<file path="src/rtl/lbu_pkg.sv">
package lbu_pkg;

  localparam int PB_W  = 8;
  localparam int SEL_W = 3;

  typedef enum logic [1:0] {
    OP_DEC = 2'b00,
    OP_TST = 2'b01,
    OP_INC = 2'b10,
    OP_BAD = 2'b11
  } lbu_op_e;

  typedef struct packed {
    lbu_op_e          op;
    logic             nz_sense;
    logic             neg_off;
    logic [SEL_W-1:0] sel;
  } lbu_dec_t;

endpackage

</file>
<file path="src/rtl/lbu_decode.sv">
module lbu_decode
  import lbu_pkg::*;
(
  input  logic [PB_W-1:0] postbyte,
  output lbu_dec_t        dec
);

  // Bit 3 carries no meaning for this operation.
  logic unused_pb3;
  assign unused_pb3 = postbyte[3];

  always_comb begin
    dec.op       = lbu_op_e'(postbyte[7:6]);
    dec.nz_sense = postbyte[5];
    dec.neg_off  = postbyte[4];
    dec.sel      = postbyte[SEL_W-1:0];
  end

endmodule

</file>
<file path="src/rtl/lbu_count.sv">
module lbu_count
  import lbu_pkg::*;
#(
  parameter int DATA_W     = 16,
  parameter int NARROW_W   = 8,
  parameter int NARROW_CNT = 3
) (
  input  lbu_op_e          op,
  input  logic [SEL_W-1:0] sel,
  input  logic             nz_sense,
  input  logic [DATA_W-1:0] src_raw,
  output logic [DATA_W-1:0] wb_value,
  output logic             taken
);

  localparam logic [DATA_W-1:0] LOW_MASK =
    {{(DATA_W-NARROW_W){1'b0}}, {NARROW_W{1'b1}}};
  localparam logic [DATA_W-1:0] ONE = {{(DATA_W-1){1'b0}}, 1'b1};

  logic              narrow;
  logic [DATA_W-1:0] src;
  logic [DATA_W-1:0] step;
  logic [DATA_W-1:0] sum;

  assign narrow = (int'(sel) < NARROW_CNT);
  assign src    = narrow ? (src_raw & LOW_MASK) : src_raw;

  always_comb begin
    unique case (op)
      OP_DEC:  step = '1;
      OP_INC:  step = ONE;
      default: step = '0;
    endcase
  end

  assign sum      = src + step;
  assign taken    = nz_sense ? (|sum) : ~(|sum);
  assign wb_value = narrow ? (sum & LOW_MASK) : sum;

endmodule

</file>
<file path="src/rtl/lbu_target.sv">
module lbu_target #(
  parameter int DATA_W = 16,
  parameter int OFF_W  = 8
) (
  input  logic [DATA_W-1:0] pc,
  input  logic [OFF_W-1:0]  off,
  input  logic              neg,
  output logic [DATA_W-1:0] target
);

  localparam int EXT_W = DATA_W - OFF_W;

  logic [DATA_W-1:0] ext_off;

  generate
    if (EXT_W > 0) begin : g_ext
      assign ext_off = {{EXT_W{neg}}, off};
    end else begin : g_noext
      assign ext_off = off[DATA_W-1:0];
    end
  endgenerate

  assign target = pc + ext_off;

endmodule

</file>
<file path="src/rtl/loop_branch_unit.sv">
module loop_branch_unit
  import lbu_pkg::*;
#(
  parameter int DATA_W     = 16,
  parameter int OFF_W      = 8,
  parameter int NARROW_W   = 8,
  parameter int NARROW_CNT = 3
) (
  input  logic              clk,
  input  logic              rst_n,
  input  logic              start_i,
  input  logic [PB_W-1:0]   postbyte_i,
  input  logic [OFF_W-1:0]  offset_i,
  input  logic [DATA_W-1:0] pc_i,
  output logic [SEL_W-1:0]  rf_rd_sel_o,
  input  logic [DATA_W-1:0] rf_rd_data_i,
  output logic              done_o,
  output logic              illegal_o,
  output logic              wb_en_o,
  output logic [SEL_W-1:0]  wb_sel_o,
  output logic [DATA_W-1:0] wb_data_o,
  output logic              taken_o,
  output logic [DATA_W-1:0] pc_o
);

  lbu_dec_t          dec;
  logic [DATA_W-1:0] new_val;
  logic              cond;
  logic [DATA_W-1:0] target;
  logic              legal;

  lbu_decode u_dec (
    .postbyte (postbyte_i),
    .dec      (dec)
  );

  lbu_count #(
    .DATA_W     (DATA_W),
    .NARROW_W   (NARROW_W),
    .NARROW_CNT (NARROW_CNT)
  ) u_cnt (
    .op       (dec.op),
    .sel      (dec.sel),
    .nz_sense (dec.nz_sense),
    .src_raw  (rf_rd_data_i),
    .wb_value (new_val),
    .taken    (cond)
  );

  lbu_target #(
    .DATA_W (DATA_W),
    .OFF_W  (OFF_W)
  ) u_tgt (
    .pc     (pc_i),
    .off    (offset_i),
    .neg    (dec.neg_off),
    .target (target)
  );

  assign rf_rd_sel_o = dec.sel;
  assign legal       = (dec.op != OP_BAD);

  always_ff @(posedge clk or negedge rst_n) begin
    if (!rst_n) begin
      done_o    <= 1'b0;
      illegal_o <= 1'b0;
      wb_en_o   <= 1'b0;
      taken_o   <= 1'b0;
      wb_sel_o  <= '0;
      wb_data_o <= '0;
      pc_o      <= '0;
    end else begin
      done_o    <= start_i;
      illegal_o <= start_i && !legal;
      wb_en_o   <= start_i && legal;
      taken_o   <= start_i && legal && cond;
      if (start_i) begin
        wb_sel_o <= dec.sel;
        pc_o     <= (legal && cond) ? target : pc_i;
        if (legal) wb_data_o <= new_val;
      end
    end
  end

  // a done pulse needs a launch in the cycle before
  a_r10_no_spurious_done: assert property (@(posedge clk) disable iff (!rst_n)
    !start_i |=> !done_o);
  // every launch is answered
  a_r10_done_follows: assert property (@(posedge clk) disable iff (!rst_n)
    start_i |=> done_o);
  // illegal code gives no write-back and no branch
  a_r8_illegal_quiet: assert property (@(posedge clk) disable iff (!rst_n)
    illegal_o |-> (!wb_en_o && !taken_o && done_o));
  // illegal only for code 11
  a_r8_illegal_code: assert property (@(posedge clk) disable iff (!rst_n)
    illegal_o |-> ($past(postbyte_i[7:6]) == 2'b11));
  // legal completions always write back
  a_r7_wb_always: assert property (@(posedge clk) disable iff (!rst_n)
    (done_o && !illegal_o) |-> wb_en_o);
  // not taken returns the incoming PC
  a_r4_pc_fallthrough: assert property (@(posedge clk) disable iff (!rst_n)
    (done_o && !taken_o) |-> (pc_o == $past(pc_i)));
  // narrow registers write back only their low byte
  a_r6_narrow_upper_zero: assert property (@(posedge clk) disable iff (!rst_n)
    (wb_en_o && (int'(wb_sel_o) < NARROW_CNT)) |->
      ((wb_data_o >> NARROW_W) == '0));

endmodule

</file>
<file path="config.mk">
export PLATFORM = sky130hd
export DESIGN_NAME = loop_branch_unit
export DESIGN_NICKNAME = d
export VERILOG_FILES = /design/src/rtl/lbu_pkg.sv /design/src/rtl/lbu_decode.sv /design/src/rtl/lbu_count.sv /design/src/rtl/lbu_target.sv /design/src/rtl/loop_branch_unit.sv
export SDC_FILE = /design/constraint.sdc
export NUM_CORES = 1
export LEC_CHECK = 0
export BUFFER_PORTS_ARGS = -buffer_cell sky130_fd_sc_hd__buf_4
export CORE_MARGIN = 2
export CORE_UTILIZATION = 58
export CTS_CLUSTER_SIZE = 20
export DETAILED_ROUTE_END_ITERATION = 16
export HOLD_SLACK_MARGIN = 0.08
export PLACE_DENSITY = 0.95
export SLEW_MARGIN = 30
export SYNTH_ARGS = -nofsm -noshare
export SYNTH_HDL_FRONTEND = slang
export SYNTH_SLANG_ARGS = --single-unit
export TNS_END_PERCENT = 10
</file>
<file path="constraint.sdc">
create_clock -name clk -period 1.5 [get_ports clk]
set_input_delay 0.15 -clock clk [delete_from_list [all_inputs] [get_ports clk]]
set_output_delay 0.15 -clock clk [all_outputs]
set_load 0.05 [all_outputs]
</file>
==> results of run 1 <==
cells by family after synthesis:
logic type | after synthesis | synth area share, %
flops | 39 | 28.42
simple gates | 118 | 20.04
compound gates | 122 | 26.78
mux | 6 | 1.967
buf+inv | 36 | 5.355
fa+ha+maj | 32 | 12.09
xor+xnor | 21 | 5.355
Yosys cell counts, drive strengths merged (6+ instances only):
master  number  area (µm²)
nor2b       11       68.82
o21ai       13       65.06
a21oi       20       103.9
nand2       19       71.32
buf          9       82.58
inv         17       63.81
dfrtp       39       975.9
ha          30       375.4
xnor2       17       148.9
a22o         7       61.31
nor3         9       50.05
nand3       17       120.1
clkbuf      10       37.54
a31oi       19       168.9
nor2        28       105.1
o211ai      17       127.6
mux2         6       67.56
a21o         9       67.56
metrics by stage:
step / util, % / setup slack, ns / instance area (µm²) / hold slack, ns / std cells
after floorplan: - / -1.641 / 3481 / -0.1456 / 374
after detailed placement: 85.99 / -2.089 / 5001 / 0.1576 / 637
after global placement: 85.99 / -1.841 / 5001 / 0.1410 / 637
after CTS: 91.63 / -1.634 / 5329 / 0.1175 / 654
repair_timing:
| item | 4_1_cts |
|---|---|
| buffers inserted | 6 |
| endpoints found under the setup margin | 30 |
| gates resized for setup | 38 |
| cloned | 2 |
| endpoints found under the hold margin | 39 |
| pin swaps | 29 |
| hold buffers | 1 |
layer usage:
metal | track usage, % | overflow
met5 | 13.33 | 0
met4 | 72.20 | 4
met3 | 41.22 | 0
met2 | 90.25 | 3
met1 | 65.10 | 0
==> flow_metrics.env, run 1 <==
export IMPL_start_util_pct=59.06
export IMPL_flow_stopped_at="global routing"
export IMPL_synth_edf_count=0
export IMPL_synth_flop_cell="dfrtp_1"
export IMPL_grt_overflow_total=7
export IMPL_ys_warnings_count=0
export IMPL_grt_max_degree=40
export IMPL_error="[ERROR GRT-0232] Routing congestion too high. Check the congestion heatmap in the GUI."
export IMPL_ys_ff_latch=39
export IMPL_postSynthCellCount=374
export IMPL_worst_endpoint="pc_o[12]$_DFFE_PN0P_/D"
export IMPL_place_hpwl_um=9785
export IMPL_cts_path_max_buffers=2
export IMPL_io_pins=93
export IMPL_ys_types=66
export IMPL_io_buffers=91
export IMPL_syn_cell_area_mm2=0.003435
export IMPL_die_w_um=80.95
export IMPL_synthesis_nets=457
export IMPL_cts_root_buf="clkbuf_8"
export IMPL_cts_buffers=5
export IMPL_cts_htree_levels=2
export IMPL_worst_ep_kind="register input"
export IMPL_rows=28
export IMPL_postSynth_asyncResetShare_pct=100.0
export IMPL_seq_area_frac_synth_pct=28.42
export IMPL_die_y_um=80.95
export IMPL_grt_total_usage_pct=66.73
export IMPL_avgSynthCellArea_um2=9.183
export IMPL_place_congestion=0.9850
export IMPL_status="did not finish"
export IMPL_cts_sinks=39
==> inputs of run 2 (changes only) <==
Settings changed: CORE_UTILIZATION 58 to 40, CTS_CLUSTER_SIZE 20 to unset, HOLD_SLACK_MARGIN 0.08 to unset, PLACE_DENSITY 0.95 to unset, PLACE_DENSITY_LB_ADDON set to 0.15.
==> run 2 against run 1 <==
Against the previous run: the flow now finishes, with violations (negative setup slack); synthesized cell count unchanged; area after synthesis unchanged.
==> flow_metrics.env, run 2 <==
export IMPL_status="finished with violations"
export IMPL_violations="negative setup slack"
export IMPL_reg_top3="pc_o (16), wb_data_o (16), wb_sel_o (3)"
export IMPL_fin_crit_ns=2.992
export IMPL_ys_types=66
export IMPL_first_global_vias=3786
export IMPL_wire_per_inst_um=15.70
export IMPL_postSynth_asyncResetShare_pct=100.0
export IMPL_clk_pin_slew_worst_paths_ns=0.08
export IMPL_cts_tree="done"
export IMPL_worstPathArrival_ns=3.16
export IMPL_p_seq_share_pct=27.9
export IMPL_die_w_um=96.66
export IMPL_drt_iter0_markers=120
export IMPL_final_max_slew_viol_count=0
export IMPL_drive_gt1_share_pct=50.26
export IMPL_final_cell_mix="buf_4, dfrtp_1, nor2_1"
export IMPL_clk_latency_ns=0.28
export IMPL_endpoint_kind="flip-flop"
export IMPL_finalCoreUtilization_pct=67.45
export IMPL_whs_path_depth=2
export IMPL_ff2ff_path_depth=2
export IMPL_grt_total_usage_pct=22.60
export IMPL_io_pins=93
export IMPL_cts_htree_levels=2
export IMPL_power_density_mw_per_mm2=845.7
export IMPL_synthTopCellsByCount="dfrtp_1, ha_1, nor2_1"
export IMPL_via_per_inst=5.553
export IMPL_p_sw_w=0.001893
export IMPL_place_congestion=0.8794
export IMPL_die_y_um=96.66
export IMPL_synthesis_nets=457
export IMPL_diodes=0
export IMPL_maxCapViolCount=0
export IMPL_slew_headroom_pct=66.29
export IMPL_grt_max_degree=40
export IMPL_io_buffers=91
export IMPL_syn_cell_area_mm2=0.003435
export IMPL_rows=33
export IMPL_hold_viol_final=0
export IMPL_period_share_pct=199.5
export IMPL_postSynthCellCount=374
export IMPL_required_ns=1.67
export IMPL_yosysTopAreaCell="dfrtp_1"
export IMPL_grt_overflow_total=0
export IMPL_comb_power_share_pct=54.1
export IMPL_seq_area_frac_synth_pct=28.42
export IMPL_antenna_found_initial=0
export IMPL_final_cells=684
export IMPL_cts_sinks=39
export IMPL_drt_first_pass_iters=4
export IMPL_placed_cells=667
export IMPL_clock_skew_final_ns=0
export IMPL_synth_most_common_cell="dfrtp_1"
export IMPL_syn_to_final_growth_pct=62.19
export IMPL_ys_top_cells_by_area="dfrtp_1, ha_1, xnor2_1, o211ai_1, nor2_1"
export IMPL_fin_ws_ns=-1.492
export IMPL_rsz0062_at_grt="true"
export IMPL_peakVddDrop_uv=739.8
export IMPL_holdWs_ns=0.1300
export IMPL_vias=3798
export IMPL_cts_path_max_buffers=2
export IMPL_worstHoldPathType="primary input to flip-flop"
export IMPL_grt_pass1_wl_um=17800
export IMPL_p_int_w=0.002818
export IMPL_start_kind="primary input"
export IMPL_place_hpwl_um=8336
export IMPL_cts_root_buf="clkbuf_8"
export IMPL_start_util_pct=41.59
export IMPL_avgSynthCellArea_um2=9.183
export IMPL_drc=0
export IMPL_swShare_pct=40.17
export IMPL_fin_nets=662
export IMPL_die_area_mm2=0.009343
export IMPL_worstMarginPinSlew_ns=0.5057
export IMPL_critical_path_max_fanout=9
export IMPL_ys_ff_latch=39
export IMPL_fmax_ghz=0.3342
export IMPL_clockPowerShare_pct=18.0
export IMPL_synth_top_area_share_pct=28.42
export IMPL_synth_edf_count=0
export IMPL_p_leak_nw=2.678
export IMPL_routed_wl_um=10740
export IMPL_synth_flop_cell="dfrtp_1"
export IMPL_ant_nets=0
export IMPL_setup_violations=26
export IMPL_cts_buffers=5
export IMPL_ys_warnings_count=0
export IMPL_critical_path_class="primary input to flip-flop"
export IMPL_core_area_mm2=0.008258
export IMPL_final_common_cell="buf_4"
run 2: cell counts after synthesis:
No cell type changed its count.
run 2: final cells by class:
type	instances	area, µm²
sequential	39	975.9
inverter	17	63.81
multi-input combinational	299	2519
clock inverter	1	30.03
tap	105	131.4
timing repair buffer	217	1778
fill	671	2688
clock buffer	6	72.57
run 2: power groups by stage:
stage	combinational (W)	clock (W)	sequential [W]
3_3_place_gp	0.00233	0	0.00133
2_1_floorplan	0.000879	0	0.00185
5_1_grt	0.00272	0.000905	0.00133
6_report	0.00255	0.000847	0.00131
3_5_place_dp	0.00237	0	0.00133
4_1_cts	0.00250	0.000858	0.00131
run 2: layer usage:
| metal | track usage [%] | part of all wire, % | vias to the layer above |
|---|---|---|---|
| met4 | 5.634 | 1.5 | 0 |
| met3 | 3.974 | 5.7 | 19 |
| li1 | - | - | 1826 |
| met5 | 0 | 0 | - |
| met1 | 31.23 | 46 | 1809 |
| met2 | 36.86 | 47 | 144 |
run 2: kinds of logic after synthesis:
kind of cell    count (synthesis)  synth area share, %
xor+xnor                       21                5.355
simple gates                  118                20.04
mux                             6                1.967
buf+inv                        36                5.355
fa+ha+maj                      32                12.09
flops                          39                28.42
compound gates                122                26.78
run 2: final timing paths:
| path | startpoint | end | slack, ns |
|---|---|---|---|
| max | postbyte_i[6] | pc_o[14] | -1.49 |
| min | postbyte_i[1] | wb_sel_o[1] | 0.13 |
| max reg2reg | wb_data_o[3] | wb_data_o[3] | 0.66 |
| min reg2reg | wb_data_o[7] | wb_data_o[7] | 0.51 |
| max in group asynchronous | rst_n | wb_data_o[11] | 0.77 |
| min in group asynchronous | rst_n | done_o | 0.36 |
run 2: per-stage QoR:
step | total power (W) | worst slack [ns] | area (µm²) | TNS [ns]
finish | 0.004711 | -1.492 | 5570 | -29.22
global route | 0.004958 | -1.624 | 5570 | -32.16
detailed placement | 0.003697 | -1.915 | 5076 | -41.65
floorplan | 0.002726 | -1.641 | 3481 | -33.44
global placement | 0.003659 | -1.857 | 5076 | -40.32
CTS | 0.004669 | -1.493 | 5460 | -29.73
run 2: repair_timing:
action                                  in CTS  in global routing
hold buffers                                 1                  0
setup buffers                                6                  0
endpoints found under the setup margin      28                 27
pin swaps                                   28                 12
gates cloned                                 3                  0
endpoints found under the hold margin       39                  0
resized for setup                           36                 22
run 2: worst max-delay path, stage by stage:
cell and delay [ns]:
buf_8 0.08, nor2_4 0.03, buf_12 0.13, fa_2 0.42, a211o_4 0.35, a21o_1 0.19
a221o_1 0.35, a2111o_1 0.37, o211ai_1 0.15, buf_4 0.18, nor3_2 0.04, and4_4 0.21
buf_6 0.13, o211ai_1 0.23, a31oi_2 0.12
Power figures use the tool's default switching activity.
==> inputs of run 3 (changes only) <==
Settings changed: CORE_UTILIZATION 40 to 58.
==> run 3 against run 2 <==
Against the previous run: the run now fails in global routing; area after synthesis did not move; synthesized cell count did not move.
==> flow_metrics.env, run 3 <==
export IMPL_ys_warnings_count=0
export IMPL_start_util_pct=59.06
export IMPL_synthTopCellsByCount="dfrtp_1, ha_1, nor2_1"
export IMPL_avgSynthCellArea_um2=9.183
export IMPL_io_pins=93
export IMPL_placed_cells=632
export IMPL_yosysTopAreaCell="dfrtp_1"
export IMPL_error="[ERROR GRT-0232] Routing congestion too high. Check the congestion heatmap in the GUI."
export IMPL_synth_edf_count=0
export IMPL_ys_types=66
export IMPL_ys_top_cells_by_area="dfrtp_1, ha_1, xnor2_1, o211ai_1, nor2_1"
export IMPL_die_w_um=80.95
export IMPL_rows=28
export IMPL_postSynthCellCount=374
export IMPL_io_buffers=91
export IMPL_synthAdderAreaFrac_pct=12.09
export IMPL_synthXorXnorAreaFrac_pct=5.355
export IMPL_muxShareOfSynthArea_pct=1.967
export IMPL_grt_total_usage_pct=68.01
export IMPL_synthesis_nets=457
export IMPL_cts_buffers=5
export IMPL_cts_root_buf="clkbuf_8"
export IMPL_grt_overflow_total=2
export IMPL_synth_compound_area_share_pct=26.78
export IMPL_seq_area_frac_synth_pct=28.42
export IMPL_synthSimpleGateAreaFrac_pct=20.04
export IMPL_synth_most_common_cell="dfrtp_1"
export IMPL_ys_ff_latch=39
export IMPL_cts_htree_levels=2
export IMPL_synth_top_family_by_area="compound AO/OA/AOI/OAI gates"
export IMPL_grt_max_degree=40
export IMPL_synth_top_area_share_pct=28.42
export IMPL_worst_ep_kind="register input"
export IMPL_die_y_um=80.95
export IMPL_place_congestion=0.8935
export IMPL_postSynth_asyncResetShare_pct=100.0
export IMPL_syn_cell_area_mm2=0.003435
export IMPL_flow_stopped_at="global routing"
export IMPL_status="did not finish"
export IMPL_place_hpwl_um=8702
export IMPL_cts_sinks=39
export IMPL_cts_path_max_buffers=2
export IMPL_worst_endpoint="pc_o[9]$_DFFE_PN0P_/D"
export IMPL_synth_flop_cell="dfrtp_1"
run 3: cell families after synthesis:
logic type                 after synthesis
AOI/OAI and AO/OA                      122
xor gates and xnor gates                21
adders and majority gates               32
buffers and inverters                   36
DFF                                     39
muxes                                    6
and+or+nand+nor                        118
run 3: timing repair:
item	4_1_cts
hold buffers	1
gates cloned	4
pin swaps	30
setup buffers	4
resized for setup	34
setup endpoints to repair	28
endpoints found under the hold margin	39
run 3: per-layer routing:
layer	global-route usage [%]	overflow
met4	68.14	1
met3	52.33	0
met5	6.667	0
met1	67.14	0
met2	86.69	1
run 3: through the flow:
stage | TNS, ns | cell area [µm²] | hold WS, ns | setup WS [ns] | utilization [%]
floorplan | -33.44 | 3481 | -0.1456 | -1.641 | -
global placement | -40.04 | 5001 | 0.1437 | -1.845 | 85.99
detailed placement | -43.36 | 5001 | 0.1420 | -2.005 | 85.99
CTS | -31.12 | 5359 | 0.1113 | -1.567 | 92.15
